## config.mk

```make
export PLATFORM = sky130hd
export DESIGN_NAME = pipe3_core
export DESIGN_NICKNAME = d
export VERILOG_FILES = /design/src/rtl/pipe3_pkg.sv /design/src/rtl/pipe3_ram.sv /design/src/rtl/pipe3_ctrl.sv /design/src/rtl/pipe3_dpath.sv /design/src/rtl/pipe3_core.sv
export SDC_FILE = /design/constraint.sdc
export NUM_CORES = 2
export LEC_CHECK = 0
export BUFFER_PORTS_ARGS = -buffer_cell sky130_fd_sc_hd__buf_2
export CELL_PAD_IN_SITES_DETAIL_PLACEMENT = 1
export CELL_PAD_IN_SITES_GLOBAL_PLACEMENT = 1
export CORE_AREA = 5 5 494 496
export CTS_CLUSTER_SIZE = 30
export DETAILED_ROUTE_END_ITERATION = 16
export DIE_AREA = 0 0 499 501
export GPL_TIMING_DRIVEN = 0
export HOLD_SLACK_MARGIN = 0.03
export PLACE_DENSITY_LB_ADDON = 0.08
export SYNTH_ARGS = -nofsm -noshare
export SYNTH_HDL_FRONTEND = slang
export SYNTH_SLANG_ARGS = --single-unit
```

## constraint.sdc

```tcl
create_clock -name clk -period 8.33 [get_ports clk]
set_input_delay 0.833 -clock clk [delete_from_list [all_inputs] [get_ports clk]]
set_output_delay 0.833 -clock clk [all_outputs]
set_load 0.03 [all_outputs]
```

## src/rtl/pipe3_pkg.sv

```systemverilog
package pipe3_pkg;
  localparam int XLEN    = 16;
  localparam int INSTR_W = 16;
  localparam int OPC_W   = 4;
  localparam int REG_CNT = 8;
  localparam int RSEL_W  = $clog2(REG_CNT);
  localparam int IMM_W   = 6;
  localparam int TGT_W   = 12;
  localparam int OPC_LSB = INSTR_W - OPC_W;
  localparam int RD_LSB  = OPC_LSB - RSEL_W;
  localparam int RA_LSB  = RD_LSB - RSEL_W;
  localparam int RB_LSB  = RA_LSB - RSEL_W;

  typedef enum logic [OPC_W-1:0] {
    OP_NOP = 4'd0, OP_ADD = 4'd1, OP_SUB = 4'd2, OP_AND = 4'd3, OP_OR = 4'd4,
    OP_XOR = 4'd5, OP_ADDI = 4'd6, OP_LD = 4'd7, OP_ST = 4'd8, OP_BR = 4'd9
  } opcodeT;

  typedef enum logic [2:0] {
    ALU_ADD, ALU_SUB, ALU_AND, ALU_OR, ALU_XOR, ALU_PASSB
  } aluOpT;

  typedef enum logic [2:0] {
    DST_NONE, DST_REG, DST_LOAD, DST_STORE, DST_PC
  } dstT;

  // Stage-A operation select plus stage-E destination strobes
  typedef struct packed {
    aluOpT             aluOp;
    logic              useImm;
    logic              useTgt;
    logic              regWe;
    logic              loadWe;
    logic              storeWe;
    logic              pcLoad;
    logic [RSEL_W-1:0] wrSel;
  } strobeT;
endpackage

```

## src/rtl/pipe3_ram.sv

```systemverilog
module pipe3_ram #(
  parameter int DEPTH = 16,
  parameter int WIDTH = 16,
  parameter int N_RD  = 1,
  localparam int AW   = $clog2(DEPTH)
) (
  input  logic                       clk,
  input  logic                       we,
  input  logic [AW-1:0]              wAddr,
  input  logic [WIDTH-1:0]           wData,
  input  logic [N_RD-1:0][AW-1:0]    rAddr,
  output logic [N_RD-1:0][WIDTH-1:0] rData
);
  logic [WIDTH-1:0] mem [DEPTH];

  always_ff @(posedge clk) begin
    if (we) mem[wAddr] <= wData;
  end

  for (genvar g = 0; g < N_RD; g++) begin : g_rd
    assign rData[g] = mem[rAddr[g]];
  end
endmodule

```

## src/rtl/pipe3_ctrl.sv

```systemverilog
module pipe3_ctrl
  import pipe3_pkg::*;
(
  input  logic               clk,
  input  logic               rstN,
  input  logic [INSTR_W-1:0] instrA,
  output strobeT             strb
);
  aluOpT             aluOpA;
  logic              useImmA;
  logic              useTgtA;
  dstT               dstA;
  dstT               dstE;
  logic [RSEL_W-1:0] wrSelE;

  // Stage A decode
  always_comb begin
    aluOpA  = ALU_ADD;
    useImmA = 1'b0;
    useTgtA = 1'b0;
    dstA    = DST_NONE;
    case (instrA[OPC_LSB +: OPC_W])
      OP_ADD:  dstA = DST_REG;
      OP_SUB:  begin aluOpA = ALU_SUB; dstA = DST_REG; end
      OP_AND:  begin aluOpA = ALU_AND; dstA = DST_REG; end
      OP_OR:   begin aluOpA = ALU_OR;  dstA = DST_REG; end
      OP_XOR:  begin aluOpA = ALU_XOR; dstA = DST_REG; end
      OP_ADDI: begin useImmA = 1'b1; dstA = DST_REG; end
      OP_LD:   begin useImmA = 1'b1; dstA = DST_LOAD; end
      OP_ST:   begin useImmA = 1'b1; dstA = DST_STORE; end
      OP_BR:   begin aluOpA = ALU_PASSB; useTgtA = 1'b1; dstA = DST_PC; end
      default: dstA = DST_NONE;
    endcase
  end

  // Stage E destination register
  always_ff @(posedge clk) begin
    if (!rstN) begin
      dstE   <= DST_NONE;
      wrSelE <= '0;
    end else begin
      dstE   <= dstA;
      wrSelE <= instrA[RD_LSB +: RSEL_W];
    end
  end

  always_comb begin
    strb.aluOp   = aluOpA;
    strb.useImm  = useImmA;
    strb.useTgt  = useTgtA;
    strb.regWe   = (dstE == DST_REG);
    strb.loadWe  = (dstE == DST_LOAD);
    strb.storeWe = (dstE == DST_STORE);
    strb.pcLoad  = (dstE == DST_PC);
    strb.wrSel   = wrSelE;
  end
endmodule

```

## src/rtl/pipe3_dpath.sv

```systemverilog
module pipe3_dpath
  import pipe3_pkg::*;
#(
  parameter int IMEM_DEPTH = 64,
  parameter int DMEM_DEPTH = 32,
  localparam int IADDR_W   = $clog2(IMEM_DEPTH),
  localparam int DADDR_W   = $clog2(DMEM_DEPTH),
  localparam int LD_W      = (IADDR_W > DADDR_W) ? IADDR_W : DADDR_W
) (
  input  logic               clk,
  input  logic               rstN,
  input  logic               ldWe,
  input  logic               ldToData,
  input  logic [LD_W-1:0]    ldAddr,
  input  logic [XLEN-1:0]    ldData,
  input  logic [RSEL_W-1:0]  peekReg,
  output logic [XLEN-1:0]    peekRegData,
  input  logic [DADDR_W-1:0] peekAddr,
  output logic [XLEN-1:0]    peekMemData,
  input  strobeT             strb,
  output logic [INSTR_W-1:0] instrA,
  output logic [IADDR_W-1:0] pcOut,
  output logic [XLEN-1:0]    eResult
);
  localparam int N_SRC = 3;

  logic [IADDR_W-1:0]            pc;
  logic [INSTR_W-1:0]            imemRd;
  logic [1:0][XLEN-1:0]          dmemRd;
  logic [XLEN-1:0]               rf [REG_CNT];
  logic [N_SRC-1:0][RSEL_W-1:0]  rdSel;
  logic [N_SRC-1:0][XLEN-1:0]    rdVal;
  logic [XLEN-1:0]               opB;
  logic [XLEN-1:0]               aluRes;
  logic [XLEN-1:0]               eStore;
  logic                          dWe;
  logic [DADDR_W-1:0]            dAddr;
  logic [XLEN-1:0]               dData;

  // Program memory, one read port at the fetch address
  pipe3_ram #(.DEPTH(IMEM_DEPTH), .WIDTH(INSTR_W), .N_RD(1)) u_imem (
    .clk   (clk),
    .we    (ldWe && !ldToData),
    .wAddr (ldAddr[IADDR_W-1:0]),
    .wData (ldData),
    .rAddr (pc),
    .rData (imemRd)
  );

  // Data memory: port 0 for stage E, port 1 for observation
  always_comb begin
    if (ldWe && ldToData) begin
      dWe   = 1'b1;
      dAddr = ldAddr[DADDR_W-1:0];
      dData = ldData;
    end else begin
      dWe   = strb.storeWe;
      dAddr = eResult[DADDR_W-1:0];
      dData = eStore;
    end
  end

  pipe3_ram #(.DEPTH(DMEM_DEPTH), .WIDTH(XLEN), .N_RD(2)) u_dmem (
    .clk   (clk),
    .we    (dWe),
    .wAddr (dAddr),
    .wData (dData),
    .rAddr ({peekAddr, eResult[DADDR_W-1:0]}),
    .rData (dmemRd)
  );
  assign peekMemData = dmemRd[1];

  // Stage I: fetch and program counter
  always_ff @(posedge clk) begin
    if (!rstN) begin
      pc     <= '0;
      instrA <= '0;
    end else begin
      pc     <= strb.pcLoad ? eResult[IADDR_W-1:0] : pc + 1'b1;
      instrA <= imemRd;
    end
  end
  assign pcOut = pc;

  // Stage A: register reads with same-cycle view of the stage-E ALU write
  assign rdSel[0] = instrA[RA_LSB +: RSEL_W];
  assign rdSel[1] = instrA[RB_LSB +: RSEL_W];
  assign rdSel[2] = instrA[RD_LSB +: RSEL_W];

  for (genvar p = 0; p < N_SRC; p++) begin : g_src
    assign rdVal[p] = (strb.regWe && strb.wrSel == rdSel[p]) ? eResult : rf[rdSel[p]];
  end

  always_comb begin
    if (strb.useTgt)
      opB = XLEN'(instrA[TGT_W-1:0]);
    else if (strb.useImm)
      opB = {{(XLEN-IMM_W){instrA[IMM_W-1]}}, instrA[IMM_W-1:0]};
    else
      opB = rdVal[1];
  end

  always_comb begin
    case (strb.aluOp)
      ALU_ADD:   aluRes = rdVal[0] + opB;
      ALU_SUB:   aluRes = rdVal[0] - opB;
      ALU_AND:   aluRes = rdVal[0] & opB;
      ALU_OR:    aluRes = rdVal[0] | opB;
      ALU_XOR:   aluRes = rdVal[0] ^ opB;
      default:   aluRes = opB;
    endcase
  end

  // Stage E registers and register-file write
  always_ff @(posedge clk) begin
    if (!rstN) begin
      eResult <= '0;
      eStore  <= '0;
    end else begin
      eResult <= aluRes;
      eStore  <= rdVal[2];
    end
  end

  always_ff @(posedge clk) begin
    if (!rstN) begin
      for (int i = 0; i < REG_CNT; i++) rf[i] <= '0;
    end else if (strb.regWe) begin
      rf[strb.wrSel] <= eResult;
    end else if (strb.loadWe) begin
      rf[strb.wrSel] <= dmemRd[0];
    end
  end

  assign peekRegData = rf[peekReg];
endmodule

```

## src/rtl/pipe3_core.sv

```systemverilog
module pipe3_core
  import pipe3_pkg::*;
#(
  parameter int IMEM_DEPTH = 64,
  parameter int DMEM_DEPTH = 32,
  localparam int IADDR_W   = $clog2(IMEM_DEPTH),
  localparam int DADDR_W   = $clog2(DMEM_DEPTH),
  localparam int LD_W      = (IADDR_W > DADDR_W) ? IADDR_W : DADDR_W
) (
  input  logic               clk,
  input  logic               rstN,
  input  logic               ldWe,
  input  logic               ldToData,
  input  logic [LD_W-1:0]    ldAddr,
  input  logic [XLEN-1:0]    ldData,
  input  logic [RSEL_W-1:0]  peekReg,
  output logic [XLEN-1:0]    peekRegData,
  input  logic [DADDR_W-1:0] peekAddr,
  output logic [XLEN-1:0]    peekMemData,
  output logic [IADDR_W-1:0] pcOut
);
  strobeT             strb;
  logic [INSTR_W-1:0] instrA;
  logic [XLEN-1:0]    eResult;

  pipe3_ctrl u_ctrl (
    .clk    (clk),
    .rstN   (rstN),
    .instrA (instrA),
    .strb   (strb)
  );

  pipe3_dpath #(.IMEM_DEPTH(IMEM_DEPTH), .DMEM_DEPTH(DMEM_DEPTH)) u_dpath (
    .clk         (clk),
    .rstN        (rstN),
    .ldWe        (ldWe),
    .ldToData    (ldToData),
    .ldAddr      (ldAddr),
    .ldData      (ldData),
    .peekReg     (peekReg),
    .peekRegData (peekRegData),
    .peekAddr    (peekAddr),
    .peekMemData (peekMemData),
    .strb        (strb),
    .instrA      (instrA),
    .pcOut       (pcOut),
    .eResult     (eResult)
  );
endmodule

```

==> out/qor.csv <==
stage,metric,value,unit
timing,worst_slew_pin_slew,1.39,ns
timing,period_share,0.803,
timing,fin_setup_tns,0,ns
worst_hold_path,worstHoldPathType,register to register,
worst_setup_path,cp_data_arrival_time,7.38,ns
drt,ant_nets,0,
yosys,synth_edf_count,1664,
worst_setup_path,regToRegSetupSlack,1.64,ns
final_layout,layout-area-overhead-vs-synth,16.7,%
timing,setup_viol,0,
global_route,grt_max_degree,66,
final_layout,num-nets-final,4182,
global_route,overflow,0,
yosys,postSynthAreaPerCell,20.3,µm²
floorplan,num_rows,180,
global_route,grt_pass1_wl,359,mm
placed_design,dp_hpwl,179,mm
global_route,met3_usage,0.0257,
floorplan,die_h,501,µm
clocking,cts-htree-levels,4,
global_route,met1_usage,0.282,
worst_setup_path,end_kind,register,
worst_hold_path,min_delay_path_depth,0,
timing,fin_skew,0.0571,ns
timing,max_freq,0.149,GHz
drt,dr_total_vias,40000,
timing,timing.final.hold_violations,0,
yosys,synth-simple-area-share,0.0322,
yosys,synthFlopType,edfxtp_1,
clocking,clock_path_buffers,3,
yosys,syn-instance-count,3740,
clocking,cts_resized,0,
yosys,ys_seq_elements,1741,
flow_run,cap_violations,0,
global_route,grt_pass1_vias,42300,
power,power_density,262,nW/µm²
placed_design,portBuffers,63,
yosys,synth_top_family_by_area,multiplexers,
drt,route.detailed.drc,0,
yosys,syn_nets,3825,
floorplan,core_area,239000,µm²
final_layout,drive_above_1_share,0.325,
yosys,synth_area,76000,µm²
global_route,grtUsageMet2,0.357,
yosys,postSynth.asyncResetShare,0,
timing,min_period,6.69,ns
placed_design,gp_congestion,0.810,
global_route,busiest_layer,met2,
floorplan,fp.dieW,499,µm
floorplan,ios,72,
placed_design,placed_area,82500,µm²
yosys,synthAdderAreaFrac,0.00850,
worst_setup_path,worst-path-max-fanout,10,
yosys,synthXorXnorAreaFrac,0.00461,
clocking,worstSkewPairLatency,0.85,ns
drt,postRouteWirelength,261,mm
global_route,grt_usage,0.207,
power,ir_drop,0.000173,V
timing,maxSlewViolCount,0,
timing,relSlewSlack,0.0694,
outcome,status,completed,
clocking,tritoncts,done,
power,power.leakage,27.2,nW
yosys,synth_warnings,0,
worst_setup_path,crit_type,register to register,
yosys,synthMuxAreaShare,0.247,
clocking,cts.sinks,1741,
power,power,23.2,mW
yosys,synth.distinct_cells,66,
final_layout,final_core_util,0.371,
timing,rsz0062_at_grt,no,
drt,drt_iter0_drc,3329,
floorplan,initial_core_util,0.318,
final_layout,final_area,88600,µm²
clocking,clk_pin_slew,0.06,ns
drt,wire_per_inst,35.1,µm
drt,vias_per_cell,5.38,
worst_setup_path,r2r_cells,20,
worst_setup_path,critPathRequiredTime,9.02,ns
yosys,synth_compound_area_frac,0.0154,
yosys,yosysSeqAreaShare,0.678,
floorplan,die-area,250000,µm²
clocking,cts_hold_buf,0,
worst_setup_path,critPathLaunchType,register,
clocking,postCtsSetupBuffers,0,
clocking,cts_inserted_buffers,195,
clocking,cts-root-buf,clkbuf_16,
drt,first_pass_iters,7,
global_route,antenna_found_initial,18,
==> cell families after synthesis <==
group                    Yosys count
adder cells (fa/ha/maj)           51
XOR/XNOR                          40
flip-flops                      1741
multiplexers                     887
AO/OA/AOI/OAI                    184
buffers and inverters            285
AND/OR/NAND/NOR                  552
==> where the power goes <==
group	internal [mW]	switching, mW	total (mW)	leakage, nW
Sequential	9.85	0.121	9.97	15.9
Clock	4.63	3.64	8.28	2.94
Combinational	1.88	3.09	4.97	8.42
==> worst max-delay path: stages (launching register included) <==
cell and delay (ns):
dfxtp_1 0.33, clkbuf_1 0.41, inv_1 0.23, clkbuf_1 0.86, clkbuf_1 0.75, mux2i_1 0.52, a211oi_1 0.17, nor3_1 0.53
nand2_1 0.15, nor3_1 0.46, a21oi_1 0.17, xnor2_1 0.17, ha_1 0.38, and3_1 0.20, a21oi_1 0.19, a31oi_1 0.22
a41o_1 0.31, a21oi_1 0.20, nor3_1 0.09, o21ai_1 0.14, a21oi_1 0.08
==> cells in the mapped netlist (3+ instances only) <==
library cell,number,area [µm²]
a211oi_1,10,75.1
a21o_1,17,128
a21oi_1,57,285
a221oi_1,3,26.3
a22oi_1,10,75.1
a31oi_1,6,37.5
and2_1,21,131
and3_1,7,43.8
and3b_1,3,26.3
buf_1,73,274
buf_2,4,20.0
buf_6,4,45.0
clkbuf_1,166,623
dfxtp_1,77,1540
edfxtp_1,1664,50000
ha_1,50,626
inv_1,35,131
mux2_2,33,372
mux2i_1,70,701
mux4_2,784,17700
nand2_1,109,409
nand2b_1,5,31.3
nand3_1,22,110
nand3b_1,13,97.6
nand4_1,9,56.3
nor2_1,308,1160
nor2b_1,9,56.3
nor3_1,16,80.1
nor3b_1,4,30.0
o211ai_1,6,45.0
o21a_1,7,52.6
o21ai_0,44,220
o31ai_1,3,22.5
or3_1,9,56.3
xnor2_1,31,272
xor2_1,9,78.8
==> worst paths after layout <==
kind                                 startpoint                              to
setup / recovery   u_dpath.instrA[5]$_SDFF_PN0_  u_dpath.eResult[15]$_SDFF_PN0_
hold reg to reg   u_dpath.eResult[1]$_SDFF_PN0_                        register
setup reg to reg   u_dpath.instrA[5]$_SDFF_PN0_  u_dpath.eResult[15]$_SDFF_PN0_
hold / removal    u_dpath.eResult[1]$_SDFF_PN0_                        register
==> sequential cells by signal (all words and copies together), names as in the netlist, named ones only <==
name                flops
u_dpath.instrA         16
u_dpath.rf            128
u_dpath.u_imem.mem   1024
u_ctrl.wrSelE           3
u_dpath.pcOut           6
u_dpath.eResult        16
u_dpath.u_dmem.mem    512
u_ctrl.dstE             3
==> layer usage <==
layer  vias to the layer above  wire (µm)  share of wire
met5                         -          0              0
met3                       277       9670          0.037
met1                     22200     114000           0.44
li1                      16500          -              -
met2                       992     131000           0.50
met4                         0       5530          0.021
==> layout make-up <==
cell class              count  area, µm²
fillers                 23200     151000
flip-flops and latches   1741      51500
multi-input cells        1714      23900
clock buffers             249       5120
well taps                3185       3990
repair buffers            160       2100
plain buffers             248        986
clock inverters            99        905
inverters                  37        139
diodes                      6       15.0
==> through the flow <==
step	std cells	hold slack, ns	setup slack, ns
after floorplan	3740	0.329	3.84
after global placement	6988	0.333	1.28
after detailed placement	7081	0.344	1.61
after CTS	7429	0.309	1.59
after global routing	7435	0.332	1.34
final	7439	0.310	1.64
==> layout by cell type (no fill, tap or decap), types with 55 or more instances in the layout <==
cell       Yosys  final
nor2_2         0     68
a21oi_1       57     55
clkbuf_16      0    197
dfxtp_1       77     77
edfxtp_1    1664   1664
buf_8          0     64
mux2i_1       70     70
nand2_1      109    109
buf_1         73     65
buf_2          4     56
clkbuf_1     166    213
mux4_2       784    784
nor2_1       308    216
No activity file was read; power rests on OpenSTA's default activity.
